--- src/rtl/iri_pkg.sv ---
package iri_pkg;

  // Ceiling division of (MHz * ns) / 1000, never below one cycle.
  function automatic int unsigned interval_cycles(input int unsigned mhz,
                                                  input int unsigned ns);
    int unsigned prod;
    int unsigned cyc;
    prod = mhz * ns;
    cyc  = (prod + 999) / 1000;
    return (cyc == 0) ? 1 : cyc;
  endfunction

  // Bits needed to hold the value n.
  function automatic int unsigned count_width(input int unsigned n);
    return (n < 2) ? 1 : $clog2(n + 1);
  endfunction

  // Returns 1 when the memory/speed combination turns the injector off.
  function automatic logic mode_blocks(input logic ddr2, input logic slow);
    return ddr2 & slow;
  endfunction

endpackage

--- src/rtl/iri_mode_gate.sv ---
module iri_mode_gate (
  input  logic mem_is_ddr2,
  input  logic clk_le_200mhz,
  output logic enable_o
);
  import iri_pkg::*;

  always_comb enable_o = ~mode_blocks(mem_is_ddr2, clk_le_200mhz);

  always_comb begin
    assert_gate_combo_R7: assert (enable_o == ~(mem_is_ddr2 && clk_le_200mhz));
  end
endmodule

--- src/rtl/iri_interval_timer.sv ---
module iri_interval_timer #(
  parameter int unsigned INTERVAL = 400,
  parameter int unsigned CW       = 9
) (
  input  logic          clk,
  input  logic          rst_n,
  input  logic          enable,
  input  logic          reload,
  output logic [CW-1:0] cnt_o,
  output logic          expired_o
);
  localparam logic [CW-1:0] LOAD = CW'(INTERVAL);

  logic [CW-1:0] cnt_q;
  logic          at_zero;

  always_comb at_zero = (cnt_q == '0);

  always_ff @(posedge clk or negedge rst_n) begin
    if (!rst_n)
      cnt_q <= LOAD;
    else if (!enable || reload)
      cnt_q <= LOAD;
    else if (!at_zero)
      cnt_q <= cnt_q - 1'b1;
  end

  // A reload in the same cycle suppresses the expiry.
  always_comb expired_o = enable && at_zero && !reload;
  always_comb cnt_o     = cnt_q;

  assert_bound_R1: assert property (@(posedge clk) disable iff (!rst_n)
    cnt_q <= LOAD);

  assert_reload_R5: assert property (@(posedge clk) disable iff (!rst_n)
    (enable && reload) |=> (cnt_q == LOAD));

  assert_frozen_R6: assert property (@(posedge clk) disable iff (!rst_n)
    !enable |=> (cnt_q == LOAD));

  assert_rest_zero_R2: assert property (@(posedge clk) disable iff (!rst_n)
    (enable && at_zero && !reload) |=> at_zero);
endmodule

--- src/rtl/iri_request_hold.sv ---
module iri_request_hold (
  input  logic clk,
  input  logic rst_n,
  input  logic enable,
  input  logic expired,
  input  logic ack,
  output logic req_o,
  output logic accepted_o
);
  logic req_q;

  always_comb accepted_o = req_q && ack;

  always_ff @(posedge clk or negedge rst_n) begin
    if (!rst_n)
      req_q <= 1'b0;
    else if (!enable)
      req_q <= 1'b0;
    else if (accepted_o)
      req_q <= 1'b0;
    else if (expired)
      req_q <= 1'b1;
  end

  always_comb req_o = req_q;

  assert_hold_R3: assert property (@(posedge clk) disable iff (!rst_n)
    (req_q && !ack && enable) |=> req_q);

  assert_drop_on_accept_R4: assert property (@(posedge clk) disable iff (!rst_n)
    accepted_o |=> !req_q);

  assert_off_low_R6: assert property (@(posedge clk) disable iff (!rst_n)
    !enable |=> !req_q);
endmodule

--- src/rtl/idle_read_injector.sv ---
module idle_read_injector #(
  parameter int unsigned CLK_MHZ   = 400,
  parameter int unsigned PERIOD_NS = 1000
) (
  input  logic clk,
  input  logic rst_n,
  input  logic rd_issued,
  input  logic dummy_ack,
  input  logic mem_is_ddr2,
  input  logic clk_le_200mhz,
  output logic dummy_req
);
  import iri_pkg::*;

  localparam int unsigned INTERVAL = interval_cycles(CLK_MHZ, PERIOD_NS);
  localparam int unsigned CW       = count_width(INTERVAL);

  logic          inj_enable;
  logic          tmr_expired;
  logic          req_accepted;
  logic          tmr_reload;
  logic [CW-1:0] tmr_cnt;

  iri_mode_gate u_gate (
    .mem_is_ddr2  (mem_is_ddr2),
    .clk_le_200mhz(clk_le_200mhz),
    .enable_o     (inj_enable)
  );

  // Every read that reaches the bus, user or dummy, restarts the interval.
  always_comb tmr_reload = rd_issued || req_accepted;

  iri_interval_timer #(.INTERVAL(INTERVAL), .CW(CW)) u_timer (
    .clk      (clk),
    .rst_n    (rst_n),
    .enable   (inj_enable),
    .reload   (tmr_reload),
    .cnt_o    (tmr_cnt),
    .expired_o(tmr_expired)
  );

  iri_request_hold u_req (
    .clk       (clk),
    .rst_n     (rst_n),
    .enable    (inj_enable),
    .expired   (tmr_expired),
    .ack       (dummy_ack),
    .req_o     (dummy_req),
    .accepted_o(req_accepted)
  );

  assert_rise_on_expiry_R2: assert property (@(posedge clk) disable iff (!rst_n)
    $rose(dummy_req) |-> $past(tmr_expired));

  assert_accept_reloads_R4: assert property (@(posedge clk) disable iff (!rst_n)
    (req_accepted && inj_enable) |=> (tmr_cnt == CW'(INTERVAL) && !dummy_req));

  initial begin
    assert_interval_nonzero_R8: assert (INTERVAL >= 1);
  end
endmodule

--- config.mk ---
export PLATFORM = sky130hd
export DESIGN_NAME = idle_read_injector
export DESIGN_NICKNAME = d
export VERILOG_FILES = /design/src/rtl/iri_pkg.sv /design/src/rtl/iri_mode_gate.sv /design/src/rtl/iri_interval_timer.sv /design/src/rtl/iri_request_hold.sv /design/src/rtl/idle_read_injector.sv
export SDC_FILE = /design/constraint.sdc
export NUM_CORES = 1
export LEC_CHECK = 0
export BUFFER_PORTS_ARGS = -buffer_cell sky130_fd_sc_hd__buf_4
export CORE_AREA = 4 4 41 43
export CTS_CLUSTER_SIZE = 14
export DETAILED_ROUTE_END_ITERATION = 12
export DIE_AREA = 0 0 45 47
export PLACE_DENSITY = 0.76
export SYNTH_ARGS = -nofsm -noshare
export SYNTH_HDL_FRONTEND = slang
export SYNTH_HIERARCHICAL = 1
export SYNTH_SLANG_ARGS = --single-unit
--- constraint.sdc ---
create_clock -name clk -period 2.3 [get_ports clk]
set_clock_uncertainty 0.1 [all_clocks]
set_input_delay 0.345 -clock clk [delete_from_list [all_inputs] [get_ports clk]]
set_output_delay 0.345 -clock clk [all_outputs]
set_load 0.1 [all_outputs]
==> key figures, run 1 <==
CTS
  • Worst-skew pair later-pin latency: 270 ps
  • Worst-path clk slew: 70 ps
  • H-tree depth: 1
  • Number of setup buffers added after CTS: 0
  • CTS Sinks: 10
  • Cts bufs inserted: 3
  • CTS tree: done
  • Clock Tree Buf Depth: 2
  • Clock root cell: clkbuf_4

Placement
  • Global placement routability congestion: 0.762
  • Area after DPL: 681 sq um
  • DP Worst Slack: 203 ps
  • Dpl hpwl: 865 um
  • Port bufs: 6

Flow run
  • Number of max-cap violations: 0

Worst hold path
  • Hold WC Path Type: in2reg
  • Hold Crit Depth: 3

Detailed routing
  • First drt pass iteration count: 4
  • DR vias/cell: 5.61
  • Total routed wirelength: 1240 um
  • Post-DRT Antenna Nets: 0
  • DR vias: 499
  • 1st-iter DRT viols: 16
  • Avg WL per Cell: 13.9 um
  • DRC: 0

Final layout
  • N_diodes: 0
  • Nets: 82
  • Fin area: 717 sq um
  • Syn-to-layout area delta: 19.9%
  • Share of cells above drive strength 1: 28.4%

Floorplanning
  • Initial Utilization: 46.0%
  • Core box area: 0.00130 sq mm
  • Die area: 0.00212 sq mm
  • IO Count: 7
  • Die height: 47 um
  • Die width: 45 um
  • # rows: 13

Global routing
  • Initial antenna violation count: 0
  • Vias in the first global route: 469
  • GR Util All Layers: 13.9%
  • Grt total ovfl: 0
  • First-pass GRT wire length: 2050 um
  • Largest net degree at the start of global routing: 11

Synthesis
  • Area contributors post-synth: dfrtp_1 (29%), dfstp_2 (13%), mux2i_1 (6.7%)
  • Cells after Synth: 61
  • Unique masters post-synth: 28
  • Post-synth EDFFs: 0
  • Synth area leader: dfrtp_1
  • Asr flop ratio synth: 100%
  • Mapped Nets: 68
  • Avg Inst Size Synth: 9.80 sq um
  • Mapped Area: 598 sq um
  • Synth warn: 6
  • Yosys reg bits: 10
  • Register area share after synthesis: 42.5%
  • Post-synth top flop: dfrtp_1
  • Yosys top cell area share: 29.3%

Power
  • PwrDens: 580 mW/mm^2
  • Max VDD drop: 0.000263 V
  • LEAKAGE: 0.306 nW

Critical path
  • CP Class: reg2reg
  • Req. time, crit path: 2400 ps
  • Crit start category: register
  • Worst EP arrival: 2220 ps
  • CP Capture Type: register
  • R2r worst-path depth: 7
  • Maximum fanout along the worst path: 5

Timing
  • Worst-Margin Slew: 496 ps
  • Final worst path period need: 2110 ps
  • RSZ-0062 raised after global routing: false
  • Fin. Hold Viols: 0
  • Final Max Slew Viols: 0
  • Tcrit/Tclk final: 91.9%
  • Max Clk Rate: 0.473 GHz
  • Slack of the critical path: 186 ps
  • Final TNS setup: 0 ps
  • # setup viols final: 0
  • Slew HR: 66.5%

Run status
  • Status: complete, no violations
-- state kept, by name, summed over array words and instances (netlist names) --
register and flops:
u_timer/cnt_o 9, u_req/req_o 1
-- final cells by class --
type / instances / area [sq um]
Clock buffer: 4 / 26.3
Fill cell: 123 / 584
Inverter: 5 / 18.8
Multi-Input combinational cell: 45 / 322
Sequential cell: 10 / 254
Tap cell: 15 / 18.8
Timing Repair Buffer: 10 / 77.6
-- worst max-delay path, stage by stage (launching register included) --
cell,delay (ps)
dfrtp_1,380
inv_1,90
ha_1,220
or4b_4,480
or3_4,390
nor2_1,190
nand2b_4,70
a21boi_2,120
-- metal layers --
metal / GRT usage, % / vias up / wire [um]
met4: 7.02 / 0 / 14
met3: 3.45 / 2 / 41
met1: 18.4 / 234 / 638
met2: 20.9 / 12 / 547
li1: - / 251 / -
met5: 0 / - / 0
-- repair_timing --
item | 4_1_cts | 5_1_grt
resized for setup | 0 | 0
setup endpoints to repair | 0 | 0
hold endpoints to repair | 10 | 0
hold buffers | 1 | 0
-- report_power, final --
| group | switching (mW) | internal, mW |
|---|---|---|
| Sequential | 0.0125 | 0.191 |
| Clock | 0.0625 | 0.0670 |
| Combinational | 0.0420 | 0.0410 |
-- worst paths after layout --
check,from,to,slack (ps)
worst min-delay path,dummy_ack,u_req/req_o,240
worst min register to register,u_timer/cnt_o[8],u_timer/cnt_o[8],440
min in group asynchronous,rst_n,u_timer/cnt_o[0],340
worst max-delay path,u_timer/cnt_o[0],u_req/req_o,190
worst max register to register,u_timer/cnt_o[0],u_req/req_o,190
max in group asynchronous,rst_n,u_timer/cnt_o[7],1530
-- synthesized netlist by cell type (2+ instances only) --
library cell,count
a21oi_1,3
a2111oi_1,2
dfstp_2,3
nand2_1,7
a211oi_1,2
o31ai_1,3
nor2_1,3
dfrtp_1,7
mux2i_1,4
inv_1,5
nor4_1,2
nand2b_1,4
-- cells by family (layout without fill, tap and decap cells) --
family | after synthesis | in the layout | share of synthesized area (%)
multiplexers | 4 | 4 | 6.69
AO/OA/AOI/OAI | 13 | 13 | 16.3
AND/OR/NAND/NOR | 27 | 27 | 28.7
buffers and inverters | 6 | 19 | 3.77
flip-flops | 10 | 10 | 42.5
adder cells (fa/ha/maj) | 1 | 1 | 2.09
-- metrics by stage --
stage	std cells	power (mW)	utilization, %	hold slack, ps
2_1_floorplan	61	0.258	-	-50.6
3_5_place_dp	84	0.287	52.3	81.6
3_3_place_gp	84	0.283	52.3	81.0
5_1_grt	89	0.441	55.1	254
4_1_cts	89	0.420	55.1	240
6_report	89	0.416	55.1	241
-- placed cells by master (no fill, tap or decap), types with 2 or more instances in the layout --
master     Yosys  layout
a21oi_1        3       3
buf_4          0       9
nand2_1        7       7
inv_1          5       5
nand2b_1       4       4
a211oi_1       2       2
nor2_1         3       3
mux2i_1        4       4
a2111oi_1      2       2
dfstp_2        3       3
dfrtp_1        7       7
clkbuf_4       0       3
nor4_1         2       2
o31ai_1        3       3
Power figures use the tool's default switching activity.
==> run 2, diff against run 1 <==
--- a/config.mk
+++ b/config.mk
@@ -10,7 +10,7 @@
 export CTS_CLUSTER_SIZE = 14
 export DETAILED_ROUTE_END_ITERATION = 12
 export DIE_AREA = 0 0 45 47
-export PLACE_DENSITY = 0.76
+export PLACE_DENSITY = 0.78
 export SYNTH_ARGS = -nofsm -noshare
 export SYNTH_HDL_FRONTEND = slang
 export SYNTH_HIERARCHICAL = 1
==> constraint.sdc (replaced) <==
create_clock -name clk -period 1.85 [get_ports clk]
set_clock_uncertainty 0.1 [all_clocks]
set_input_delay 0.2775 -clock clk [delete_from_list [all_inputs] [get_ports clk]]
set_output_delay 0.2775 -clock clk [all_outputs]
set_load 0.1 [all_outputs]
==> key figures, run 2 (synthesized netlist as in run 1, its figures left out) <==
Run status
  • Status: complete, but fails checks
  • Failing checks: negative setup slack

Global routing
  • Largest net degree at the start of global routing: 11 (unchanged)
  • First-pass GRT wire length: 2260 um (+10%)
  • Vias in the first global route: 538 (+15%)
  • Initial antenna violation count: 0 (unchanged)
  • GR Util All Layers: 14.8% (+0.90 points)
  • Grt total ovfl: 0 (unchanged)

Floorplanning
  • Die height: 47 um (unchanged)
  • Die area: 0.00212 sq mm (unchanged)
  • # rows: 13 (unchanged)
  • Die width: 45 um (unchanged)
  • IO Count: 7 (unchanged)
  • Core box area: 0.00130 sq mm (unchanged)
  • Initial Utilization: 46.0% (unchanged)

Placement
  • Area after DPL: 737 sq um (+8.3%)
  • Dpl hpwl: 995 um (+15%)
  • Placed insts: 90 (+7.1%)
  • Global placement routability congestion: 0.807 (+5.8%)
  • DP Worst Slack: -104 ps (-307 ps)
  • Port bufs: 6 (unchanged)

Timing
  • Final Max Slew Viols: 0 (unchanged)
  • RSZ-0062 raised after global routing: true
  • Slack of the critical path: -130 ps (-316 ps)
  • Hold_ws: 203 ps (-38.0 ps)
  • Tcrit/Tclk final: 107% (+15 points)
  • # setup viols final: 3 (+3)
  • Final TNS setup: -208 ps (-208 ps)
  • Max Clk Rate: 0.505 GHz (+6.8%)
  • Fin. Hold Viols: 0 (unchanged)
  • Slew HR: 76.6% (+10 points)
  • Final worst path period need: 1980 ps (-134 ps)
  • Worst-Margin Slew: 351 ps (-145 ps)

Final layout
  • Nets: 90 (+9.8%)
  • N_diodes: 0 (unchanged)
  • Max FFs per register: 9 (unchanged)
  • Most frequent cells in the layout: buf_4 (16), nand2_1 (7), dfrtp_1 (6)
  • Final std cells w/o fill: 97 (+9.0%)
  • Fin area: 845 sq um (+18%)
  • Most common cell after layout, fill and taps aside: buf_4
  • Share of cells above drive strength 1: 48.8% (+20 points)
  • Core Util, Final: 64.9% (+9.8 points)
  • Syn-to-layout area delta: 41.2%

CTS
  • Clock Tree Buf Depth: 2 (unchanged)
  • Clock root cell: clkbuf_4
  • CTS tree: done
  • CTS Sinks: 10 (unchanged)
  • Worst-path clk slew: 60 ps (about the same)
  • H-tree depth: 1 (unchanged)
  • Worst-skew pair later-pin latency: 260 ps (about the same)
  • Cts bufs inserted: 3 (unchanged)

Worst hold path
  • WHS Endpoint: u_req/req_o
  • Hold WC Path Type: in2reg
  • Hold Crit Depth: 3 (unchanged)
  • Hold path start: dummy_ack

Critical path
  • Maximum fanout along the worst path: 3 (-2)
  • CP Class: reg2reg
  • Worst EP arrival: 2060 ps (-160 ps)
  • RR Endpoint: u_req/req_o
  • Req. time, crit path: 1930 ps (-470 ps)
  • Crit start category: register
  • Reg2reg setup slack: -130 ps (-320 ps)
  • R2r worst-path depth: 7 (unchanged)
  • CP Capture Type: register
  • Reg2reg start: u_timer/cnt_o[1]

Power
  • LEAKAGE: 0.356 nW (+16%)
  • Pwr Total: 0.569 mW (+37%)
  • Max VDD drop: 0.000436 V (+66%)
  • PwrDens: 674 mW/mm^2 (+16%)

Detailed routing
  • DRC: 0 (unchanged)
  • First drt pass iteration count: 4 (unchanged)
  • Total routed wirelength: 1440 um (+16%)
  • Avg WL per Cell: 14.8 um (+6.5%)
  • 1st-iter DRT viols: 7 (-9)
  • DR vias/cell: 5.68 (+1.3%)
  • DR vias: 551 (+10%)
  • Post-DRT Antenna Nets: 0 (unchanged)

Flow run
  • Number of max-cap violations: 0 (unchanged)
==> run 2: changes by cell type in the layout (fill, tap and decap cells not counted), sizes merged <==
cell / delta
buf: +8
==> run 2: timing repair <==
action / CTS / global route
setup endpoints to repair: 3 / 9
gates resized for setup: 4 / 8
hold buffers: 1 / 0
hold endpoints to repair: 10 / 0
setup buffers: 1 / 2
pin swaps: 4 / 6
==> run 2: worst max-delay path, stage by stage, from the launching register on <==
cell      delay [ps]
dfrtp_1          400
inv_2             80
ha_4             130
or4b_4           460
or3_4            440
nor2_4           140
nand2b_4          60
a21boi_2         100
==> run 2: worst max-delay path by stage <==
| stage | from | endpoint | slack [ps] | cells past startpoint |
|---|---|---|---|---|
| after CTS | u_timer/cnt_o[1] | u_req/req_o | -110 | 7 |
| after global routing | u_timer/cnt_o[0] | u_req/req_o | -170 | 7 |
| after detailed placement | u_timer/cnt_o[0] | u_req/req_o | -100 | 7 |
| final | u_timer/cnt_o[1] | u_req/req_o | -130 | 7 |
| after global placement | u_timer/cnt_o[1] | u_req/req_o | -50 | 7 |
| after floorplan | u_timer/cnt_o[0] | u_req/req_o | -150 | 7 |
==> run 2: area by class of cell <==
| class | instances | area [sq um] |
|---|---|---|
| repair buffers | 18 | 141 |
| clock buffers | 4 | 26.3 |
| flip-flops and latches | 10 | 255 |
| well taps | 15 | 18.8 |
| inverters | 5 | 18.8 |
| multi-input cells | 45 | 384 |
| fillers | 108 | 457 |
==> run 2: per-layer routing <==
| metal | up-vias | track usage [%] | share of wire (%) |
|---|---|---|---|
| li1 | 263 | - | - |
| met1 | 273 | 18.3 | 44 |
| met2 | 13 | 25.4 | 51 |
| met3 | 2 | 4.60 | 4.1 |
| met4 | 0 | 2.92 | 0.56 |
| met5 | - | 0 | 0 |
==> run 2: report_power, final <==
group,switching [mW],internal (mW)
registers,0.0136,0.238
clock network,0.0732,0.0832
logic,0.0756,0.0855
==> run 3, diff against run 2 <==
--- a/config.mk
+++ b/config.mk
@@ -10,8 +10,7 @@
 export CTS_CLUSTER_SIZE = 14
 export DETAILED_ROUTE_END_ITERATION = 12
 export DIE_AREA = 0 0 45 47
-export PLACE_DENSITY = 0.78
+export PLACE_DENSITY = 0.74
 export SYNTH_ARGS = -nofsm -noshare
 export SYNTH_HDL_FRONTEND = slang
-export SYNTH_HIERARCHICAL = 1
 export SYNTH_SLANG_ARGS = --single-unit
==> constraint.sdc (replaced) <==
create_clock -name clk -period 2 [get_ports clk]
set_clock_uncertainty 0.1 [all_clocks]
set_input_delay 0.3 -clock clk [delete_from_list [all_inputs] [get_ports clk]]
set_output_delay 0.3 -clock clk [all_outputs]
set_load 0.1 [all_outputs]
==> key figures, run 3 <==
Synthesis
  • Mapped Area: 576 sq um (-3.8%)
  • Cells after Synth: 54 (-11%)
  • Most frequent cell after synthesis: dfrtp_1
  • Register area share after synthesis: 44.1% (+1.7 points)
  • Unique masters post-synth: 28 (unchanged)
  • Synth area leader: dfrtp_1
  • Synth warn: 0 (-6)
  • Area contributors post-synth: dfrtp_1 (30%), dfstp_2 (14%), nor4_4 (3.7%)
  • Yosys top cell area share: 30.4% (+1.1 points)
  • Yosys reg bits: 10 (unchanged)
  • Post-synth top cells: dfrtp_1 (7), nand2_1 (5), a21oi_1 (4), inv_1 (4)
  • Asr flop ratio synth: 100% (unchanged)
  • Post-synth EDFFs: 0 (unchanged)
  • Mapped Nets: 61 (-10%)
  • Avg Inst Size Synth: 10.7 sq um (+8.7%)
  • Post-synth top flop: dfrtp_1

Final layout
  • Most common cell after layout, fill and taps aside: buf_4
  • Syn-to-layout area delta: 22.2%
  • Nets: 75 (-17%)
  • N_diodes: 0 (unchanged)
  • Core Util, Final: 54.0% (-11 points)
  • Most frequent cells in the layout: buf_4 (8), dfrtp_1 (7), nand2_1 (5)
  • Share of cells above drive strength 1: 32.8% (-16 points)
  • Max FFs per register: 9 (unchanged)
  • Filler cells: 122 (+13%)

Critical path
  • Cell breakdown of the critical path: inv_1 -> ha_2 -> or3b_4 -> a2111oi_2 -> mux2i_1
  • RR Endpoint: u_timer.cnt_o[6]
  • R2r worst-path depth: 5 (-2)
  • Reg2reg start: u_timer.cnt_o[0]
  • Maximum fanout along the worst path: 5 (+2)
  • Worst EP arrival: 1950 ps (-110 ps)
  • Reg2reg setup slack: 140 ps (+270 ps)
  • Crit start category: register
  • CP Launch Point: u_timer.cnt_o[0]
  • Slowest cell on the critical path: or3b_4
  • CP Capture Type: register
  • Crit path to: u_timer.cnt_o[6]
  • Req. time, crit path: 2100 ps (+170 ps)
  • CP Class: reg2reg
  • Slowest stage delay, CP: 410 ps (-50 ps)

CTS
  • Worst-path clk slew: 70 ps (about the same)
  • Cts bufs inserted: 3 (unchanged)
  • Clock Tree Buf Depth: 2 (unchanged)
  • H-tree depth: 1 (unchanged)
  • Clock root cell: clkbuf_4
  • CTS Sinks: 10 (unchanged)
  • Worst-skew pair later-pin latency: 270 ps (about the same)
  • CTS tree: done

Timing
  • Fin. Hold Viols: 0 (unchanged)
  • RSZ-0062 raised after global routing: false
  • Max Clk Rate: 0.539 GHz (+6.7%)
  • Slew HR: 70.7% (-5.9 points)
  • Worst-Margin Slew: 437 ps (+86.0 ps)
  • Tcrit/Tclk final: 92.8% (-14 points)
  • Final Max Slew Viols: 0 (unchanged)
  • Slack of the critical path: 144 ps (+274 ps)
  • Final worst path period need: 1860 ps (-124 ps)
  • # setup viols final: 0 (-3)
  • Final TNS setup: 0 ps (+208 ps)

Placement
  • Dpl hpwl: 911 um (-8.4%)
  • Port bufs: 6 (unchanged)
  • DP Worst Slack: 94.9 ps (+199 ps)
  • Global placement routability congestion: 0.733 (-9.2%)

Power
  • Pwr Total: 0.523 mW (-8.0%)
  • PwrDens: 744 mW/mm^2 (+11%)
  • LEAKAGE: 0.287 nW (-19%)
  • Max VDD drop: 0.000428 V (-2.0%)

Global routing
  • Largest net degree at the start of global routing: 11 (unchanged)
  • Vias in the first global route: 488 (-9.3%)
  • Grt total ovfl: 0 (unchanged)
  • First-pass GRT wire length: 2140 um (-5.5%)
  • GR Util All Layers: 14.4% (-0.40 points)
  • Initial antenna violation count: 0 (unchanged)

Detailed routing
  • DRC: 0 (unchanged)
  • DR vias/cell: 5.93 (+4.3%)
  • Total routed wirelength: 1180 um (-18%)
  • Post-DRT Antenna Nets: 0 (unchanged)
  • 1st-iter DRT viols: 4 (-3)
  • DR vias: 486 (-12%)
  • First drt pass iteration count: 4 (unchanged)
  • Avg WL per Cell: 14.4 um (-3.1%)

Floorplanning
  • Die width: 45 um (unchanged)
  • Die height: 47 um (unchanged)
  • Die area: 0.00212 sq mm (unchanged)
  • Core box area: 0.00130 sq mm (unchanged)
  • # rows: 13 (unchanged)
  • IO Count: 7 (unchanged)
  • Initial Utilization: 44.2% (-1.7 points)

Flow run
  • Number of max-cap violations: 0 (unchanged)

Worst hold path
  • Hold WC Path Type: in2reg

Run status
  • Status: complete, no violations
[run 3: cell type report]
type                       instances  area (sq um)  share of cell area, %
multi-input combinational         40           309                   44.0
sequential                        10           254                   36.1
timing repair buffer               9          70.1                   9.96
clock buffer                       4          36.3                   5.16
tap                               15          18.8                   2.67
inverter                           4          15.0                   2.14
[run 3: cells by family after synthesis]
logic type | Yosys count | synth area share [%]
mux | 2 | 3.48
simple gates | 21 | 26.5
buf+inv | 4 | 2.61
compound gates | 16 | 21.1
fa+ha+maj | 1 | 2.17
flops | 10 | 44.1
[run 3: power breakdown]
group	internal (mW)	switching (mW)	leakage, nW
combinational	0.0492	0.0431	0.141
clock	0.111	0.0766	0.0210
sequential	0.220	0.0238	0.125
[run 3: worst max-delay path: cells and delay by family (launching register included)]
kind | cells | cell delay, ps
AOI/OAI and AO/OA | 1 | 370
adders and majority gates | 1 | 210
buffers and inverters | 1 | 90
muxes | 1 | 220
DFF | 1 | 390
and+or+nand+nor | 1 | 410
[run 3: repair_timing]
item | CTS | global route
endpoints found under the hold margin | 10 | 0
setup endpoints to repair | 0 | 1
hold buffers | 1 | 0
resized for setup | 0 | 1
setup buffers | 0 | 0
[run 3: worst min path at each step]
| stage | start | end | slack, ps | cells after the start |
|---|---|---|---|---|
| after detailed placement | rst_n | u_timer.cnt_o[1] | 40 | 1 |
| after floorplan | rst_n | u_req.req_o | -100 | 0 |
| after global placement | rst_n | u_timer.cnt_o[1] | 40 | 1 |
| final | dummy_ack | u_req.req_o | 210 | 3 |
| after CTS | dummy_ack | u_req.req_o | 210 | 3 |
| after global routing | dummy_ack | u_req.req_o | 240 | 3 |
[run 3: per-layer routing]
metal	share of wire (%)	track usage, %
met5	0	0
met2	48	20.6
met1	46	19.2
met4	2.1	9.36
met3	3.8	3.45
[run 3: through the flow]
step | hold WS (ps) | area [sq um] | cells
after detailed placement | 39.6 | 654 | 77
after global placement | 37.1 | 654 | 77
after floorplan | -95.6 | 576 | 54
after global routing | 239 | 703 | 82
final | 211 | 703 | 82
after CTS | 214 | 701 | 82
